### config.mk
export PLATFORM = sky130hd
export DESIGN_NAME = tlb_xlate
export DESIGN_NICKNAME = d
export VERILOG_FILES = /design/src/rtl/tlb_pkg.sv /design/src/rtl/tlb_cam_match.sv /design/src/rtl/tlb_victim_ptr.sv /design/src/rtl/tlb_store.sv /design/src/rtl/tlb_xlate.sv
export SDC_FILE = /design/constraint.sdc
export NUM_CORES = 2
export LEC_CHECK = 0
export BUFFER_PORTS_ARGS = -buffer_cell sky130_fd_sc_hd__buf_2
export CAP_MARGIN = 15
export CORE_MARGIN = 2
export CORE_UTILIZATION = 70
export CTS_BUF_LIST = sky130_fd_sc_hd__clkbuf_2
export DETAILED_ROUTE_END_ITERATION = 7
export PLACE_DENSITY = 0.87
export SETUP_SLACK_MARGIN = 0.4
export SLEW_MARGIN = 20
export SYNTH_ARGS = -nofsm -noshare
export SYNTH_HDL_FRONTEND = slang
export SYNTH_SLANG_ARGS = --single-unit
### constraint.sdc
create_clock -name clk -period 24.6 [get_ports clk]
set_input_delay 4.92 -clock clk [delete_from_list [all_inputs] [get_ports clk]]
set_output_delay 4.92 -clock clk [all_outputs]
set_load 0.02 [all_outputs]
### src/rtl/tlb_pkg.sv
package tlb_pkg;
  typedef enum logic [1:0] {
    CAUSE_NONE  = 2'b00,
    CAUSE_MISS  = 2'b01,
    CAUSE_WRITE = 2'b10,
    CAUSE_PRIV  = 2'b11
  } cause_e;

  typedef struct packed {
    logic wr_ok;
    logic user_ok;
    logic cache;
    logic bufferable;
  } attr_t;
endpackage

### src/rtl/tlb_cam_match.sv
module tlb_cam_match #(
  parameter int ENTRIES = 64,
  parameter int VPN_W   = 20,
  localparam int IDX_W  = $clog2(ENTRIES)
) (
  input  logic [VPN_W-1:0]              key,
  input  logic [ENTRIES-1:0]            valid,
  input  logic [ENTRIES-1:0][VPN_W-1:0] tags,
  output logic                          any,
  output logic [IDX_W-1:0]              idx
);
  logic [ENTRIES-1:0] hit_vec;

  for (genvar g = 0; g < ENTRIES; g++) begin : g_cmp
    assign hit_vec[g] = valid[g] && (tags[g] == key);
  end

  // fills never create duplicates, so at most one bit is set
  always_comb begin
    idx = '0;
    for (int i = 0; i < ENTRIES; i++) begin
      if (hit_vec[i]) idx = IDX_W'(i);
    end
  end

  assign any = |hit_vec;
endmodule

### src/rtl/tlb_victim_ptr.sv
module tlb_victim_ptr #(
  parameter int ENTRIES = 64,
  localparam int IDX_W  = $clog2(ENTRIES)
) (
  input  logic             clk,
  input  logic             rst,
  input  logic             advance,
  output logic [IDX_W-1:0] ptr
);
  always_ff @(posedge clk) begin
    if (rst) ptr <= '0;
    else if (advance) ptr <= (ptr == IDX_W'(ENTRIES - 1)) ? '0 : ptr + 1'b1;
  end
endmodule

### src/rtl/tlb_store.sv
module tlb_store
  import tlb_pkg::*;
#(
  parameter int ENTRIES = 64,
  parameter int VPN_W   = 20,
  parameter int PFN_W   = 20,
  localparam int IDX_W  = $clog2(ENTRIES)
) (
  input  logic                          clk,
  input  logic                          rst,
  input  logic                          clear,
  input  logic                          we,
  input  logic [IDX_W-1:0]              widx,
  input  logic [VPN_W-1:0]              wvpn,
  input  logic [PFN_W-1:0]              wpfn,
  input  attr_t                         wattr,
  output logic [ENTRIES-1:0]            valid,
  output logic [ENTRIES-1:0][VPN_W-1:0] tags,
  output logic [ENTRIES-1:0][PFN_W-1:0] pfns,
  output attr_t [ENTRIES-1:0]           attrs
);
  always_ff @(posedge clk) begin
    if (rst || clear) valid <= '0;
    else if (we) valid[widx] <= 1'b1;
  end

  always_ff @(posedge clk) begin
    if (we) begin
      tags[widx]  <= wvpn;
      pfns[widx]  <= wpfn;
      attrs[widx] <= wattr;
    end
  end
endmodule

### src/rtl/tlb_xlate.sv
module tlb_xlate
  import tlb_pkg::*;
#(
  parameter int VA_W      = 32,
  parameter int PA_W      = 32,
  parameter int PAGE_BITS = 12,
  parameter int ENTRIES   = 64,
  localparam int VPN_W    = VA_W - PAGE_BITS,
  localparam int PFN_W    = PA_W - PAGE_BITS,
  localparam int IDX_W    = $clog2(ENTRIES)
) (
  input  logic             clk,
  input  logic             rst,
  input  logic             lk_valid,
  input  logic [VA_W-1:0]  lk_vaddr,
  input  logic             lk_write,
  input  logic             lk_user,
  input  logic             fill_en,
  input  logic [VPN_W-1:0] fill_vpn,
  input  logic [PFN_W-1:0] fill_pfn,
  input  logic             fill_wr_ok,
  input  logic             fill_user_ok,
  input  logic             fill_cache,
  input  logic             fill_bufferable,
  input  logic             inv_all,
  output logic             rsp_valid,
  output logic [PA_W-1:0]  rsp_paddr,
  output logic             rsp_hit,
  output logic             rsp_fault,
  output logic [1:0]       rsp_cause,
  output logic             rsp_cache,
  output logic             rsp_bufferable
);
  logic [ENTRIES-1:0]            valid;
  logic [ENTRIES-1:0][VPN_W-1:0] tags;
  logic [ENTRIES-1:0][PFN_W-1:0] pfns;
  attr_t [ENTRIES-1:0]           attrs;

  logic             lk_any, fill_any;
  logic [IDX_W-1:0] lk_idx, fill_idx, vptr;
  logic             fill_go;
  attr_t            fill_attr, sel_attr;
  cause_e           cause;

  tlb_cam_match #(.ENTRIES(ENTRIES), .VPN_W(VPN_W)) u_lk_match (
    .key(lk_vaddr[VA_W-1:PAGE_BITS]), .valid(valid), .tags(tags),
    .any(lk_any), .idx(lk_idx)
  );

  tlb_cam_match #(.ENTRIES(ENTRIES), .VPN_W(VPN_W)) u_fill_match (
    .key(fill_vpn), .valid(valid), .tags(tags),
    .any(fill_any), .idx(fill_idx)
  );

  // invalidate wins over a fill in the same cycle
  assign fill_go   = fill_en && !inv_all;
  assign fill_attr = '{wr_ok: fill_wr_ok, user_ok: fill_user_ok,
                       cache: fill_cache, bufferable: fill_bufferable};

  tlb_victim_ptr #(.ENTRIES(ENTRIES)) u_victim (
    .clk(clk), .rst(rst), .advance(fill_go && !fill_any), .ptr(vptr)
  );

  tlb_store #(.ENTRIES(ENTRIES), .VPN_W(VPN_W), .PFN_W(PFN_W)) u_store (
    .clk(clk), .rst(rst), .clear(inv_all), .we(fill_go),
    .widx(fill_any ? fill_idx : vptr), .wvpn(fill_vpn), .wpfn(fill_pfn),
    .wattr(fill_attr), .valid(valid), .tags(tags), .pfns(pfns), .attrs(attrs)
  );

  assign sel_attr = attrs[lk_idx];

  // privilege is checked ahead of write permission
  always_comb begin
    if (!lk_any)                          cause = CAUSE_MISS;
    else if (lk_user && !sel_attr.user_ok) cause = CAUSE_PRIV;
    else if (lk_write && !sel_attr.wr_ok)  cause = CAUSE_WRITE;
    else                                  cause = CAUSE_NONE;
  end

  always_ff @(posedge clk) begin
    if (rst) begin
      rsp_valid      <= 1'b0;
      rsp_paddr      <= '0;
      rsp_hit        <= 1'b0;
      rsp_fault      <= 1'b0;
      rsp_cause      <= CAUSE_NONE;
      rsp_cache      <= 1'b0;
      rsp_bufferable <= 1'b0;
    end else begin
      rsp_valid      <= lk_valid;
      rsp_hit        <= lk_valid && lk_any;
      rsp_fault      <= lk_valid && (cause != CAUSE_NONE);
      rsp_cause      <= lk_valid ? cause : CAUSE_NONE;
      if (lk_valid && cause == CAUSE_NONE) begin
        rsp_paddr      <= {pfns[lk_idx], lk_vaddr[PAGE_BITS-1:0]};
        rsp_cache      <= sel_attr.cache;
        rsp_bufferable <= sel_attr.bufferable;
      end else begin
        rsp_paddr      <= '0;
        rsp_cache      <= 1'b0;
        rsp_bufferable <= 1'b0;
      end
    end
  end
endmodule

==> metrics.md <==
| Metric | Value |
|---|---|
| Routed wire per std cell | `33.5 um` |
| Largest net degree at the start of global routing | `139` |
| Synth warn | `0` |
| Rel. slew slack | `0.0623` |
| Root Buffer | `clkbuf_2` |
| Worst setup EP type | `register` |
| Cell Area, Synth | `143000 um2` |
| R2r startpoint | `u_store.tags[161]` |
| Tmin final | `12.58 ns` |
| Starting Density | `0.705` |
| Fillers | `12700` |
| Power, Total | `9.41 mW` |
| Outcome | `finished with violations` |
| Sequential-to-total area share from yosys stat | `0.607` |
| Hold Crit Depth | `2` |
| Fmax | `79.5 MHz` |
| Critical path, cell by cell | `buf_4, buf_4, buf_4, xnor2_1, nand4_1, nor4_1, nand4b_1, nand4_1, a2111oi_0, o41a_1, a41oi_4, buf_4, buf_12, buf_4, buf_4, mux2i_1, a222oi_1, a21oi_1, a21oi_1, a22oi_1, a21oi_1` |
| Post-DP HPWL | `291 mm` |
| Post-synth EDFFs | `2816` |
| # IOs | `122` |
| Area delta synth->final | `7.12%` |
| Row count | `165` |
| Crit path buf inv count | `7` |
| Syn Inst Count | `10600` |
| DRC Markers | `2` |
| Hold Vio Cnt, Final | `0` |
| Max Slew Vio Count | `0` |
| VDD IR max | `68.5 uV` |
| Overflow after GRT | `0` |
| Total GRT Usage | `0.455` |
| R2R Setup Slk | `15.75 ns` |
| Setup violators final | `0` |
| CTS HTree Levels | `6` |
| Hold WS | `0.527 ns` |
| Die width | `456 um` |
| Crit Path Max Fanout | `114` |
| Clk slew on worst S/H paths | `0.11 ns` |
| Resized cells post-CTS | `0` |
| First-pass GRT wire length | `684 mm` |
| Num CTS Buffers | `725` |
| Worst Slack Setup Final | `12.02 ns` |
| Final GP Congestion | `1.08` |
| Skew final | `0.240 ns` |
| Antenna-violating nets left | `0` |
| Via density | `7.19` |
| Initial antenna violation count | `22` |
| Fin cells | `14400` |
| Number of global-route vias before repair | `102000` |
| # clock sinks | `2925` |
| Design area | `153000 um2` |
| PD cells | `61.5 nW/um2` |
| Longest Clk Path Bufs | `4` |
| Syn Area/Cell | `13.5 um2` |
| # port buffers | `121` |
| CP required | `26.66 ns` |
| Die footprint | `208000 um2` |
| Synth cell types | `90` |
| Crit-path leading delay family | `buffers and inverters` |
| Core area | `203000 um2` |
| Hold_buf cts | `0` |
| RSZ-0062 raised after global routing | `false` |
| Routed WL | `482 mm` |
| CTS tree | `done` |
| Crit path kind | `in2reg` |
| WP data arrival | `14.64 ns` |
| Failing checks | `design-rule violations` |
| Drt pass-1 iters | `8` |
| Placed insts | `13100` |
| R2r worst-path depth | `18` |
| CP startpoint kind | `input port` |
| Post-CTS Setup Bufs | `0` |
| Hold Startpoint | `u_store.valid[34]` |
| Synthesized Nets | `10700` |
| Setup TNS | `0 ns` |
| Most common cell after layout, fill and taps aside | `edfxtp_1` |
| Pre-CTS setup slack | `10.29 ns` |
| Max-cap violations | `0` |
| Most frequent CP cell | `buf_4` |
| Layout Nets | `11200` |
| Worst R2R End | `rsp_paddr[23]` |
| Core Util, Final | `0.755` |
| Worst hold endpoint | `u_store.valid[34]` |
| Layout cell share with drive strength beyond 1 | `0.151` |
| Main synth FF type | `edfxtp_1` |
| Worst-Margin Slew | `1.41 ns` |
| Flops & latches, synth | `2925` |
| Final Cycle Share | `0.511` |
| Most frequent cells in the layout | `edfxtp_1, xnor2_1, clkbuf_2, nand4_1, mux2i_1` |
| Static leakage | `52.3 nW` |
| Hold/Removal Path Class | `reg2reg` |
| Post-synthesis async set-or-reset flop share | `0` |
| Worst path slowest cell | `buf_4` |
| Critical path's largest stage delay | `1.00 ns` |
| Area post-placement | `146000 um2` |
| Initial DRC Count | `17000` |
| Die H | `456 um` |
| Clock Latency Late Sink | `2.15 ns` |
| Vias | `103000` |
==> how the worst max path moves through the flow <==
stage                       startpoint                  to  depth (start not counted)
after floorplan            fill_vpn[1]  u_store.attrs[148]                         18
after global placement    lk_vaddr[23]       rsp_paddr[23]                         21
after detailed placement  lk_vaddr[23]       rsp_paddr[23]                         20
after CTS                 lk_vaddr[23]       rsp_paddr[23]                         20
after global routing      lk_vaddr[23]       rsp_paddr[23]                         21
final                     lk_vaddr[23]       rsp_paddr[23]                         21
==> cell type report <==
cell class | instances | area (um2) | share of cell area
tap | 2672 | 3340 | 0.0219
timing repair buffer | 360 | 2800 | 0.0183
clock buffer | 1058 | 5300 | 0.0346
inverter | 37 | 139 | 0.000908
sequential | 2925 | 86700 | 0.567
clock inverter | 218 | 1270 | 0.00828
multi-input combinational | 7097 | 53400 | 0.349
antenna | 19 | 47.5 | 0.000311
==> per-layer routing <==
metal	global-route usage	wire, um	part of all wire	vias up
met1	0.581	162000	0.34	49900
met5	0	87	0.00018	-
met4	0.330	39800	0.083	14
met2	0.676	210000	0.44	9299
met3	0.121	69300	0.14	2081
li1	-	-	-	42000
==> cells in the mapped netlist, types with 109 or more instances <==
cell,number,area share
clkbuf_1,118,0.0031
nand4_1,831,0.036
a21oi_1,358,0.013
nor3_1,112,0.0039
nor4_1,386,0.017
xnor2_1,1937,0.12
nand3_1,311,0.011
xor2_1,630,0.039
nor2_1,210,0.0055
dfxtp_1,109,0.015
buf_2,208,0.0073
edfxtp_1,2816,0.59
buf_4,155,0.0081
mux2i_1,654,0.046
nand2_1,397,0.010
a211oi_1,156,0.0082
==> state kept, by name, indices dropped and copies added (netlist names) <==
name,cells
rsp_bufferable,1
rsp_cache,1
rsp_cause,2
rsp_fault,1
rsp_hit,1
rsp_paddr,32
rsp_valid,1
u_store.attrs,256
u_store.pfns,1280
u_store.tags,1280
u_store.valid,64
u_victim.ptr,6
==> worst register-to-register path: cells and delay by family (launching register included) <==
| family | cells | cell delay, ns |
|---|---|---|
| compound gates | 8 | 3.03 |
| xor+xnor | 1 | 0.33 |
| buf+inv | 4 | 3.51 |
| simple gates | 4 | 1.28 |
| mux | 1 | 0.22 |
| flops | 1 | 0.46 |
==> logic make-up after synthesis <==
group	Yosys count	synth area share
compound gates	947	0.0443
xor+xnor	2567	0.157
mux	738	0.0526
fa+ha+maj	1	0.0000876
flops	2925	0.607
buf+inv	572	0.0224
simple gates	2844	0.116
==> report_power, final <==
part / switching (mW) / leakage [nW] / internal, mW
combinational: 0.476 / 21.1 / 0.181
sequential: 0.00351 / 26.2 / 5.45
clock: 2.00 / 5.02 / 1.30
No activity file was read; power rests on OpenSTA's default activity.
